--- config.mk ---
export PLATFORM = sky130hd
export DESIGN_NAME = rx_status_queue
export DESIGN_NICKNAME = d
export VERILOG_FILES = /design/src/rtl/rxq_pkg.sv /design/src/rtl/rxq_len_counter.sv /design/src/rtl/rxq_status_ram.sv /design/src/rtl/rxq_read_guard.sv /design/src/rtl/rx_status_queue.sv
export SDC_FILE = /design/constraint.sdc
export NUM_CORES = 1
export LEC_CHECK = 0
export BUFFER_PORTS_ARGS = -buffer_cell sky130_fd_sc_hd__clkbuf_2
export CAP_MARGIN = 20
export CORE_MARGIN = 2
export CORE_UTILIZATION = 55
export CTS_CLUSTER_DIAMETER = 100
export DETAILED_ROUTE_END_ITERATION = 6
export HOLD_SLACK_MARGIN = 0.05
export PLACE_DENSITY = 0.7
export SYNTH_ARGS = -nofsm -noshare
export SYNTH_HDL_FRONTEND = slang
export SYNTH_SLANG_ARGS = --single-unit
--- constraint.sdc ---
create_clock -name clk -period 4.14 [get_ports clk]
set_input_delay 0.621 -clock clk [delete_from_list [all_inputs] [get_ports clk]]
set_output_delay 0.621 -clock clk [all_outputs]
set_load 0.05 [all_outputs]
--- src/rtl/rxq_pkg.sv ---
package rxq_pkg;
  localparam int RXQ_LEN_W  = 11;
  localparam int RXQ_CODE_W = 4;
  localparam logic [RXQ_CODE_W-1:0] RXQ_CODE_OVERSIZE = 4'b1001;
  localparam logic [15:0] RXQ_EMPTY_WORD = 16'h8000;

  typedef struct packed {
    logic [RXQ_CODE_W-1:0] code;
    logic [RXQ_LEN_W-1:0]  len;
  } rxq_entry_t;
endpackage

--- src/rtl/rxq_len_counter.sv ---
module rxq_len_counter #(
  parameter int LEN_W   = 11,
  parameter int MAX_LEN = 1514
) (
  input  logic             clk,
  input  logic             clr,
  input  logic             byte_en,
  output logic [LEN_W-1:0] len_q,
  output logic [LEN_W-1:0] len_nxt,
  output logic             ovs_nxt
);
  localparam logic [LEN_W-1:0] CAP = LEN_W'(MAX_LEN);
  logic ovs_q;

  always_comb begin
    len_nxt = len_q;
    ovs_nxt = ovs_q;
    if (clr) begin
      len_nxt = '0;
      ovs_nxt = 1'b0;
    end else if (byte_en) begin
      if (len_q == CAP) ovs_nxt = 1'b1;
      else              len_nxt = len_q + 1'b1;
    end
  end

  always_ff @(posedge clk) begin
    len_q <= len_nxt;
    ovs_q <= ovs_nxt;
  end

  // running count never exceeds the cap
  p_len_cap_r4: assert property (@(posedge clk) disable iff (clr) len_q <= CAP);
endmodule

--- src/rtl/rxq_status_ram.sv ---
module rxq_status_ram #(
  parameter int DEPTH = 8,
  localparam int AW   = $clog2(DEPTH)
) (
  input  logic                   clk,
  input  logic                   we,
  input  logic [AW-1:0]          waddr,
  input  rxq_pkg::rxq_entry_t    wdata,
  input  logic [AW-1:0]          raddr,
  output rxq_pkg::rxq_entry_t    rdata
);
  rxq_pkg::rxq_entry_t mem [DEPTH];

  always_ff @(posedge clk) begin
    if (we) mem[waddr] <= wdata;
  end

  assign rdata = mem[raddr];
endmodule

--- src/rtl/rxq_read_guard.sv ---
module rxq_read_guard #(
  parameter int LEN_W = 11
) (
  input  logic             clk,
  input  logic             clr,
  input  logic             rd,
  input  logic             empty,
  input  logic [LEN_W-1:0] top_len,
  input  logic             discard,
  output logic             underrun_q,
  output logic             fail_q
);
  logic [LEN_W-1:0] rd_cnt;
  logic             over;

  assign over = rd && (empty || rd_cnt >= top_len);

  always_ff @(posedge clk) begin
    if (clr) begin
      rd_cnt     <= '0;
      underrun_q <= 1'b0;
      fail_q     <= 1'b0;
    end else begin
      if (discard)        rd_cnt <= '0;
      else if (rd && !over) rd_cnt <= rd_cnt + 1'b1;
      if (over) underrun_q <= 1'b1;
      fail_q <= over && !underrun_q;
    end
  end

  // the underrun flag only leaves through a clear
  p_underrun_sticky_r8: assert property (@(posedge clk) disable iff (clr)
    underrun_q |=> underrun_q);
  // a failure event always comes with the underrun flag
  p_fail_with_flag_r8: assert property (@(posedge clk) disable iff (clr)
    fail_q |-> underrun_q);
endmodule

--- src/rtl/rx_status_queue.sv ---
module rx_status_queue #(
  parameter int DEPTH   = 8,
  parameter int MAX_LEN = 1514
) (
  input  logic        clk,
  input  logic        rst,
  input  logic        mac_start,
  input  logic        mac_byte,
  input  logic        mac_end,
  input  logic [3:0]  mac_code,
  input  logic        host_read,
  input  logic        host_discard,
  input  logic        rx_reset,
  output logic [15:0] status_word,
  output logic        receiving,
  output logic        status_overrun,
  output logic        rx_underrun,
  output logic        adapter_fail,
  output logic        rx_complete
);
  import rxq_pkg::*;
  localparam int AW = $clog2(DEPTH);
  localparam int CW = $clog2(DEPTH + 1);
  localparam logic [CW-1:0] FULL = CW'(DEPTH);

  logic [AW-1:0] head_q, tail_q, wslot_q;
  logic [CW-1:0] cnt_q, cnt_n;
  logic          rcv_q, rcv_n, ovr_q, cmp_q;
  logic          clr, de, accept, wr_end, top_inprog, top_done_c, top_done_n;
  logic [RXQ_LEN_W-1:0] len_q, len_nxt, top_len;
  logic          ovs_nxt;
  rxq_entry_t    wdata, rdata;

  assign clr        = rst || rx_reset;
  assign de         = host_discard && (cnt_q != '0);
  assign accept     = mac_start && !rcv_q && ((cnt_q - CW'(de)) < FULL);
  assign wr_end     = rcv_q && mac_end;
  assign top_inprog = rcv_q && (cnt_q == CW'(1));
  assign top_done_c = (cnt_q != '0) && !top_inprog;

  always_comb begin
    rcv_n = rcv_q;
    if (wr_end || (de && top_inprog)) rcv_n = 1'b0;
    if (accept)                       rcv_n = 1'b1;
    cnt_n = cnt_q + CW'(accept) - CW'(de);
    top_done_n = (cnt_n != '0) && !(rcv_n && (cnt_n == CW'(1)));
  end

  rxq_len_counter #(.LEN_W(RXQ_LEN_W), .MAX_LEN(MAX_LEN)) u_len (
    .clk(clk), .clr(clr || accept), .byte_en(rcv_q && mac_byte),
    .len_q(len_q), .len_nxt(len_nxt), .ovs_nxt(ovs_nxt)
  );

  assign wdata.code = ovs_nxt ? RXQ_CODE_OVERSIZE : mac_code;
  assign wdata.len  = len_nxt;

  rxq_status_ram #(.DEPTH(DEPTH)) u_ram (
    .clk(clk), .we(wr_end && !clr), .waddr(wslot_q), .wdata(wdata),
    .raddr(head_q), .rdata(rdata)
  );

  assign top_len = top_inprog ? len_q : rdata.len;

  rxq_read_guard #(.LEN_W(RXQ_LEN_W)) u_guard (
    .clk(clk), .clr(clr), .rd(host_read), .empty(cnt_q == '0),
    .top_len(top_len), .discard(de), .underrun_q(rx_underrun), .fail_q(adapter_fail)
  );

  always_ff @(posedge clk) begin
    if (clr) begin
      head_q <= '0; tail_q <= '0; wslot_q <= '0; cnt_q <= '0;
      rcv_q <= 1'b0; ovr_q <= 1'b0; cmp_q <= 1'b0;
    end else begin
      if (de) head_q <= head_q + 1'b1;
      if (accept) begin
        wslot_q <= tail_q;
        tail_q  <= tail_q + 1'b1;
      end
      cnt_q <= cnt_n;
      rcv_q <= rcv_n;
      if (de) ovr_q <= 1'b0;
      else if (mac_start && !rcv_q && !accept) ovr_q <= 1'b1;
      cmp_q <= top_done_n && (de || !top_done_c);
    end
  end

  always_comb begin
    if (cnt_q == '0)     status_word = RXQ_EMPTY_WORD;
    else if (top_inprog) status_word = {1'b1, 4'b0000, len_q};
    else                 status_word = {1'b0, rdata.code, rdata.len};
  end

  assign receiving      = rcv_q;
  assign status_overrun = ovr_q;
  assign rx_complete    = cmp_q;

  // occupancy bounded by the depth
  p_depth_bound_r5: assert property (@(posedge clk) disable iff (rst) cnt_q <= FULL);
  // while refused-state holds, a start without discard is not accepted
  p_refuse_full_r5: assert property (@(posedge clk) disable iff (rst)
    (status_overrun && mac_start && !host_discard && !rx_reset) |=> !receiving);
  // receive reset clears everything next cycle
  p_reset_clear_r10: assert property (@(posedge clk) disable iff (rst)
    rx_reset |=> (status_word == RXQ_EMPTY_WORD && !receiving && !status_overrun
                  && !rx_underrun && !rx_complete));
  // a completion event shows a finished top packet
  p_complete_done_r9: assert property (@(posedge clk) disable iff (rst)
    rx_complete |-> !status_word[15]);
endmodule

==> Yosys cells after proc, flatten, opt, wreduce, memory -nomap -nowiden <==
Memory sizes are Yosys's and may differ from the RTL's. A register that Yosys moved wholly into a read port is not among the register bits.
Cells that the tools add are included.
W data, S select, Z words.
{ "totals": {"n_memories": 1, "ram_bits": 120, "reg_bits": 41, "wordCells": 74} }
{ "classes": {"n_lt_le_gt_ge": 2, "n_addsub": 7, "n_reduce_logical": 33, "n_eq_ne": 3, "mux": 16} }
{ "mem_list": {"columns": ["name", "words", "width", "rd", "rd_ports_with_merged_regs", "write_ports", "line", "rtl"], "rows": [
  ["u_ram.mem", 8, 15, 1, 1, 1, "rxq_status_ram.sv:12", "rxq_pkg::rxq_entry_t mem [DEPTH];"]
]} }
{ "ops": {"columns": ["cell", "count"], "rows": [
  ["$mux W11", 4],
  ["$mux W16", 2],
  ["$add A11 B1 Y11 const B", 2],
  ["$logic_and A1 B1 Y1", 16],
  ["$eq A11 B11 Y1 const B", 1],
  ["$ge A11 B11 Y1", 1],
  ["$eq A4 B1 Y1 const B", 2],
  ["$logic_not A1 Y1", 8],
  ["$reduce_bool A4 Y1", 2],
  ["$sub A4 B1 Y4", 2],
  ["$mux W1", 7],
  ["$add A3 B1 Y3 const B", 2],
  ["$mux W3", 2],
  ["$logic_or A1 B1 Y1", 5],
  ["$add A4 B1 Y4", 1],
  ["$logic_not A4 Y1", 1],
  ["$lt A4 B4 Y1 const B", 1],
  ["$mux W4", 1],
  ["$reduce_or A2 Y1", 1]
]} }

==> Logic depth before layout (Yosys ltp) <==
{ "logic_depth": {"word_depth": 12, "depth_mapped": 15, "ltp_nobuf": 15} }

==> Hierarchy <==
A second synthesis with hierarchy kept.
{ "hier_totals": {"cells_unflattened": 489, "hier_area_um2": 7455.9} }
{ "modules_own_cells": {"columns": ["mod", "area_each_um2", "seq_area_each_um2", "cells_each", "instances"], "rows": [
  ["rxq_status_ram", 4673.2, 3603.5, 186, 1],
  ["rx_status_queue", 1253.7, 320.3, 126, 1],
  ["rxq_read_guard", 883.3, 260.2, 104, 1],
  ["rxq_len_counter", 645.6, 240.2, 73, 1]
]} }

==> Least setup slack after synthesis <==
No wires, ideal clock.
{ "synth_path": {"kind": "flip-flop to flip-flop", "from": "reg rcv_q (netlist: receiving)", "to": "reg u_guard.rd_cnt[6]", "synth_period_minus_slack_ps": 3270, "path_slack_ps": 870, "stages_incl_launch_ff": 14, "arrival_ps": 3199, "path_buffers": 3, "path_cell_list": "dfxtp_1 clkbuf_1 nand3_1 clkbuf_1 nand2_1 o21ai_0 ha_1 a21o_1 a2111oi_4 and2_4 o21ai_2 buf_6 or3_1 a21oi_1"} }
{ "synth_via": {"elab_chain_cells": 7} }
{ "synth_rtl": {"columns": ["element", "line", "rtl"], "rows": [
  ["from (decl)", "rx_status_queue.sv:28", "logic rcv_q, rcv_n, ovr_q, cmp_q;"],
  ["from (signal assigned)", "rx_status_queue.sv:80", "rcv_q <= rcv_n;"],
  ["$logic_and A1 B1 Y1", "rx_status_queue.sv:38", "assign top_inprog = rcv_q && (cnt_q == CW'(1));"],
  ["$mux W11", "rx_status_queue.sv:62", "assign top_len = top_inprog ? len_q : rdata.len;"],
  ["$ge A11 B11 Y1", "rxq_read_guard.sv:16", "assign over = rd && (empty || rd_cnt >= top_len);"],
  ["$logic_or A1 B1 Y1", "rxq_read_guard.sv:16", null],
  ["$logic_and A1 B1 Y1", "rxq_read_guard.sv:16", null],
  ["$logic_not A1 Y1", "rxq_read_guard.sv:25", "else if (rd && !over) rd_cnt <= rd_cnt + 1'b1;"],
  ["$logic_and A1 B1 Y1", "rxq_read_guard.sv:25", null],
  ["to (signal assigned)", "rxq_read_guard.sv:25", null],
  ["to (decl)", "rxq_read_guard.sv:13", "logic [LEN_W-1:0] rd_cnt;"]
]} }
Every way passes these cells.
A chain may end at the register's enable or synchronous reset.

==> Worst setup path after layout <==
{ "layout_path": {"from": "reg cnt_q[2]", "to": "reg u_guard.rd_cnt[5]"} }
{ "layout_via": {"elab_chain_cells": 8} }
{ "layout_rtl": {"columns": ["element", "line", "rtl"], "rows": [
  ["from (decl)", "rx_status_queue.sv:27", "logic [CW-1:0] cnt_q, cnt_n;"],
  ["from (signal assigned)", "rx_status_queue.sv:79", "cnt_q <= cnt_n;"],
  ["$eq A4 B1 Y1", "rx_status_queue.sv:38", null],
  ["$logic_and A1 B1 Y1", "rx_status_queue.sv:38", null],
  ["$mux W11", "rx_status_queue.sv:62", null],
  ["$ge A11 B11 Y1", "rxq_read_guard.sv:16", null],
  ["$logic_or A1 B1 Y1", "rxq_read_guard.sv:16", null],
  ["$logic_and A1 B1 Y1", "rxq_read_guard.sv:16", null],
  ["$logic_not A1 Y1", "rxq_read_guard.sv:25", null],
  ["$logic_and A1 B1 Y1", "rxq_read_guard.sv:25", null]
]} }
Several ways; a longest one is shown, not always the timed one.

==> impl_metrics.prom <==
# TYPE chip_impl_metric gauge
chip_impl_metric{name="postCtsHoldBufs",unit=""} 0
chip_impl_metric{name="maxSlewViolCount",unit=""} 0
chip_impl_metric{name="layout-area-overhead-vs-synth",unit="%"} 15.1
chip_impl_info{name="tritoncts",value="built"} 1
chip_impl_info{name="synth_top_family_by_area",value="multiplexers"} 1
chip_impl_metric{name="postSynthAreaPerCell",unit="µm²"} 14.5
chip_impl_info{name="worst_path_dominant_cell_family",value="simple AND/OR/NAND/NOR gates"} 1
chip_impl_metric{name="place.port_buffers",unit=""} 32
chip_impl_metric{name="sequential_standard_cell_area",unit="µm²"} 4490
chip_impl_metric{name="filler_cell_count",unit=""} 944
chip_impl_metric{name="tritoncts_num_sinks",unit=""} 164
chip_impl_info{name="main_flop_type_after_synthesis",value="edfxtp_1"} 1
chip_impl_metric{name="worst-path-max-fanout",unit=""} 16
chip_impl_metric{name="detail_route.wirelength",unit="mm"} 13.5
chip_impl_metric{name="clk_pin_slew_worst_paths",unit="ps"} 70
chip_impl_metric{name="cts_htree_levels",unit=""} 4
chip_impl_metric{name="core_area",unit="µm²"} 12500
chip_impl_metric{name="avgRoutedWirePerCell",unit="µm"} 18.8
chip_impl_metric{name="worstPathBufferInverterCount",unit=""} 1
chip_impl_metric{name="pre_cts_slack",unit="ps"} 480
chip_impl_metric{name="io_pins",unit=""} 33
chip_impl_metric{name="synth-edff-count",unit=""} 120
chip_impl_metric{name="clk_latency",unit="ps"} 420
chip_impl_metric{name="post_route_fraction_of_the_period_consumed_by_the_critical_path",unit=""} 0.899
chip_impl_metric{name="finalCriticalPeriod",unit="ps"} 3720
chip_impl_metric{name="worst_hold_path.num_cells",unit=""} 3
chip_impl_metric{name="synth-compound-area-share",unit=""} 0.0444
chip_impl_metric{name="placed_cells",unit=""} 686
chip_impl_metric{name="post-layout-total-power",unit="mW"} 4.54
chip_impl_metric{name="num_antenna_cells",unit=""} 0
chip_impl_metric{name="clock_tree.buffer_depth",unit=""} 2
chip_impl_info{name="hold_path_class",value="in -> reg"} 1
chip_impl_metric{name="finClkSkew",unit="ps"} 7.83
chip_impl_metric{name="max_slew_headroom",unit=""} 0.384
chip_impl_metric{name="critPathArrivalTime",unit="ps"} 4090
chip_impl_metric{name="track_usage",unit=""} 0.219
chip_impl_info{name="cts_root_buf",value="clkbuf_16"} 1
chip_impl_metric{name="placement.cell_area",unit="µm²"} 7400
chip_impl_metric{name="critical-path-max-stage-delay",unit="ps"} 500
chip_impl_metric{name="drt-pass1-iter-count",unit=""} 7
chip_impl_metric{name="synthesis.yosys.warnings",unit=""} 0
chip_impl_info{name="setup_repair_after_global_routing_missed_its_margin",value="no"} 1
chip_impl_metric{name="multiInputGateArea",unit="µm²"} 2340
chip_impl_metric{name="initial_core_util",unit=""} 0.558
chip_impl_metric{name="required_time_of_the_worst_setup_path",unit="ps"} 4510
chip_impl_metric{name="synth-xor-area-share",unit=""} 0.0264
chip_impl_metric{name="post_cts.resized_instances",unit=""} 0
chip_impl_metric{name="path_depth",unit=""} 12
chip_impl_metric{name="grt_start_max_net_pins",unit=""} 19
chip_impl_metric{name="fmax",unit="MHz"} 269
chip_impl_metric{name="post-route-worst-setup-slack",unit="ps"} 417
chip_impl_info{name="critical_path.slowest_cell",value="or4b_1"} 1
chip_impl_metric{name="grt_pass1_vias",unit=""} 4174
chip_impl_metric{name="synth_adder_area_share",unit=""} 0.0425
chip_impl_metric{name="first_drt_iteration_drcs",unit=""} 323
chip_impl_metric{name="cts_buffers",unit=""} 17
chip_impl_metric{name="post_synth_num_cell_types",unit=""} 47
chip_impl_info{name="worst_setup_path_end_kind",value="register"} 1
chip_impl_info{name="critPathKind",value="reg -> reg"} 1
chip_impl_metric{name="fp.dieH",unit="µm"} 116
chip_impl_metric{name="drc_errors_left",unit=""} 0
chip_impl_metric{name="worst_ir_drop_vdd",unit="mV"} 0.314
chip_impl_metric{name="drtAntennaViolNets",unit=""} 0
chip_impl_metric{name="post_synthesis_sequential_element_count",unit=""} 164
chip_impl_metric{name="design_area",unit="µm²"} 8000
chip_impl_metric{name="synth_seq_area_share",unit=""} 0.645
chip_impl_info{name="critPathMostFrequentCell",value="ha_1"} 1
chip_impl_metric{name="setup_viol_count_final",unit=""} 0
chip_impl_metric{name="hold_violation_count_in_the_final_report",unit=""} 0
chip_impl_metric{name="viasPerCell",unit=""} 5.72
chip_impl_metric{name="detailedPlacementHpwl",unit="mm"} 8.82
chip_impl_metric{name="synth-async-reset-ratio",unit=""} 0
chip_impl_info{name="status",value="finished, final reports clean"} 1
chip_impl_metric{name="number_of_buffers_inserted_to_repair_setup_after_cts",unit=""} 0
chip_impl_metric{name="netlist_instances",unit=""} 481
chip_impl_metric{name="post_route_cells_drive_above_1_share",unit=""} 0.223
chip_impl_metric{name="pwr_density_cell",unit="nW/µm²"} 567
chip_impl_metric{name="final.setup.tns",unit="ps"} 0
chip_impl_metric{name="die_x",unit="µm"} 116
chip_impl_metric{name="placement_rows",unit=""} 41
chip_impl_metric{name="wire_length_of_the_first_global_routing_pass",unit="mm"} 21.7
chip_impl_metric{name="synth_simple_gate_area_frac",unit=""} 0.0977
chip_impl_info{name="worst_r2r_startpoint",value="cnt_q[2]$_SDFF_PP0_"} 1
chip_impl_metric{name="place.gp.congestion",unit=""} 0.857
chip_impl_metric{name="timing_worst_slew_pin_value",unit="ps"} 919
chip_impl_info{name="cp_cell_sequence",value="inv_1, ha_1, nor2b_1, nand3_1, o21ai_0, ha_1, a21o_1, a2111oi_4, and2_4, o21ai_2, or4b_1, nand2_1"} 1
chip_impl_metric{name="synth.net_count",unit=""} 516
chip_impl_metric{name="number_of_cells_traversed_by_the_worst_register_to_register_path",unit=""} 12
chip_impl_metric{name="post_synth_mux_area_share",unit=""} 0.124
chip_impl_info{name="timing.hold.worst.start",value="host_read"} 1
chip_impl_metric{name="cap_violations",unit=""} 0
chip_impl_metric{name="fin_nets",unit=""} 568
chip_impl_info{name="critPathLaunch",value="cnt_q[2]$_SDFF_PP0_"} 1
chip_impl_metric{name="total_leakage_power",unit="nW"} 2.72
chip_impl_info{name="worstSetupStartpointType",value="register"} 1
chip_impl_metric{name="route.vias.total",unit=""} 4106
chip_impl_metric{name="finish.cell_count_without_fillers",unit=""} 718
chip_impl_metric{name="synth.cell_area",unit="µm²"} 6960
chip_impl_metric{name="grt_antenna_before_repair",unit=""} 0
chip_impl_metric{name="design.die.area",unit="µm²"} 13600
chip_impl_metric{name="globalRouteOverflowTotal",unit=""} 0
==> layout by cell type, fill, tap and decap left out, drive strengths merged, types with 4 or more instances in the layout <==
cell / instances
a21oi: 16
buf: 18
clkbuf: 49
clkinv: 5
dfxtp: 44
edfxtp: 120
ha: 22
inv: 21
mux2i: 19
mux4: 30
nand2: 32
nand2b: 4
nand3: 7
nand4: 6
nor2: 63
nor2b: 5
nor3: 4
o21ai: 19
or3: 4
xnor2: 8
xor2: 13
==> stage by stage <==
stage	utilization	hold WS [ps]
after global placement	0.594	433
after CTS	0.642	428
final	0.642	436
after global routing	0.642	445
after detailed placement	0.594	442
after floorplan	-	454
==> report_power, final <==
group / leakage (nW) / internal [mW] / switching (mW)
sequential: 1.41 / 1.78 / 0.0385
combinational: 1.02 / 0.325 / 0.806
clock: 0.295 / 0.954 / 0.640
==> state kept, by name, indices dropped and copies added, names as in the netlist, 3 cells and up, named ones only <==
| register | count |
|---|---|
| u_ram.mem | 120 |
| u_guard.rd_cnt | 11 |
| u_len.len_q | 11 |
| cnt_q | 4 |
| head_q | 3 |
| tail_q | 3 |
| wslot_q | 3 |
==> cells by family (layout without fill, tap and decap cells) <==
group                      count (synthesis)  count (layout)
AOI/OAI and AO/OA                         48              48
xor gates and xnor gates                  21              21
adders and majority gates                 23              23
buffers and inverters                     33              98
DFF                                      164             164
muxes                                     49              49
and+or+nand+nor                          143             143
==> worst reg2reg max path, delay by kind of cell (launching register included) <==
family	cells	cell delay, ps
AO/OA/AOI/OAI	4	1260
adder cells (fa/ha/maj)	2	490
buffers and inverters	1	90
flip-flops	1	310
AND/OR/NAND/NOR	5	1510
==> cells in the mapped netlist (all sizes together) (2+ instances only) <==
library cell | count | share of area
nor2 | 63 | 0.034
nor2b | 5 | 0.0045
mux2i | 19 | 0.027
xnor2 | 8 | 0.010
nand4 | 6 | 0.0054
and2 | 2 | 0.0022
buf | 6 | 0.0052
o2111ai | 2 | 0.0025
a211oi | 2 | 0.0022
mux4 | 30 | 0.097
a21oi | 16 | 0.012
o21ai | 19 | 0.014
dfxtp | 44 | 0.13
clkbuf | 11 | 0.0059
edfxtp | 120 | 0.52
nor3 | 4 | 0.0045
and4 | 3 | 0.0038
nand2b | 4 | 0.0036
o211ai | 2 | 0.0022
nor4 | 2 | 0.0018
inv | 16 | 0.0086
xor2 | 13 | 0.016
nand2 | 32 | 0.017
and3 | 3 | 0.0027
nand3 | 7 | 0.0050
or2 | 3 | 0.0027
or3 | 4 | 0.0036
ha | 22 | 0.040
==> path summary, 6_finish.rpt <==
path,endpoint,slack (ps)
max reg2reg,u_guard.rd_cnt[5]$_SDFFE_PP0P_,420
min,u_guard.fail_q$_SDFF_PP0_,440
max,u_guard.rd_cnt[5]$_SDFFE_PP0P_,420
min reg2reg,status_overrun$_SDFFE_PP0P_,450
==> layout make-up <==
class                           instances  share of cell area
Tap cell                              172              0.0269
Clock inverter                         15              0.0222
Multi-Input combinational cell        284               0.293
Timing Repair Buffer                   50              0.0369
Clock buffer                           17              0.0532
Inverter                               16             0.00750
Sequential cell                       164               0.561
==> layer usage <==
metal,up-vias,part of all wire,global-route usage
li1,1903,-,-
met1,2078,0.44,0.288
met2,105,0.49,0.360
met3,20,0.047,0.0555
met4,0,0.019,0.0738
met5,-,0,0
Note: power is estimated with default switching activity, not from simulation.
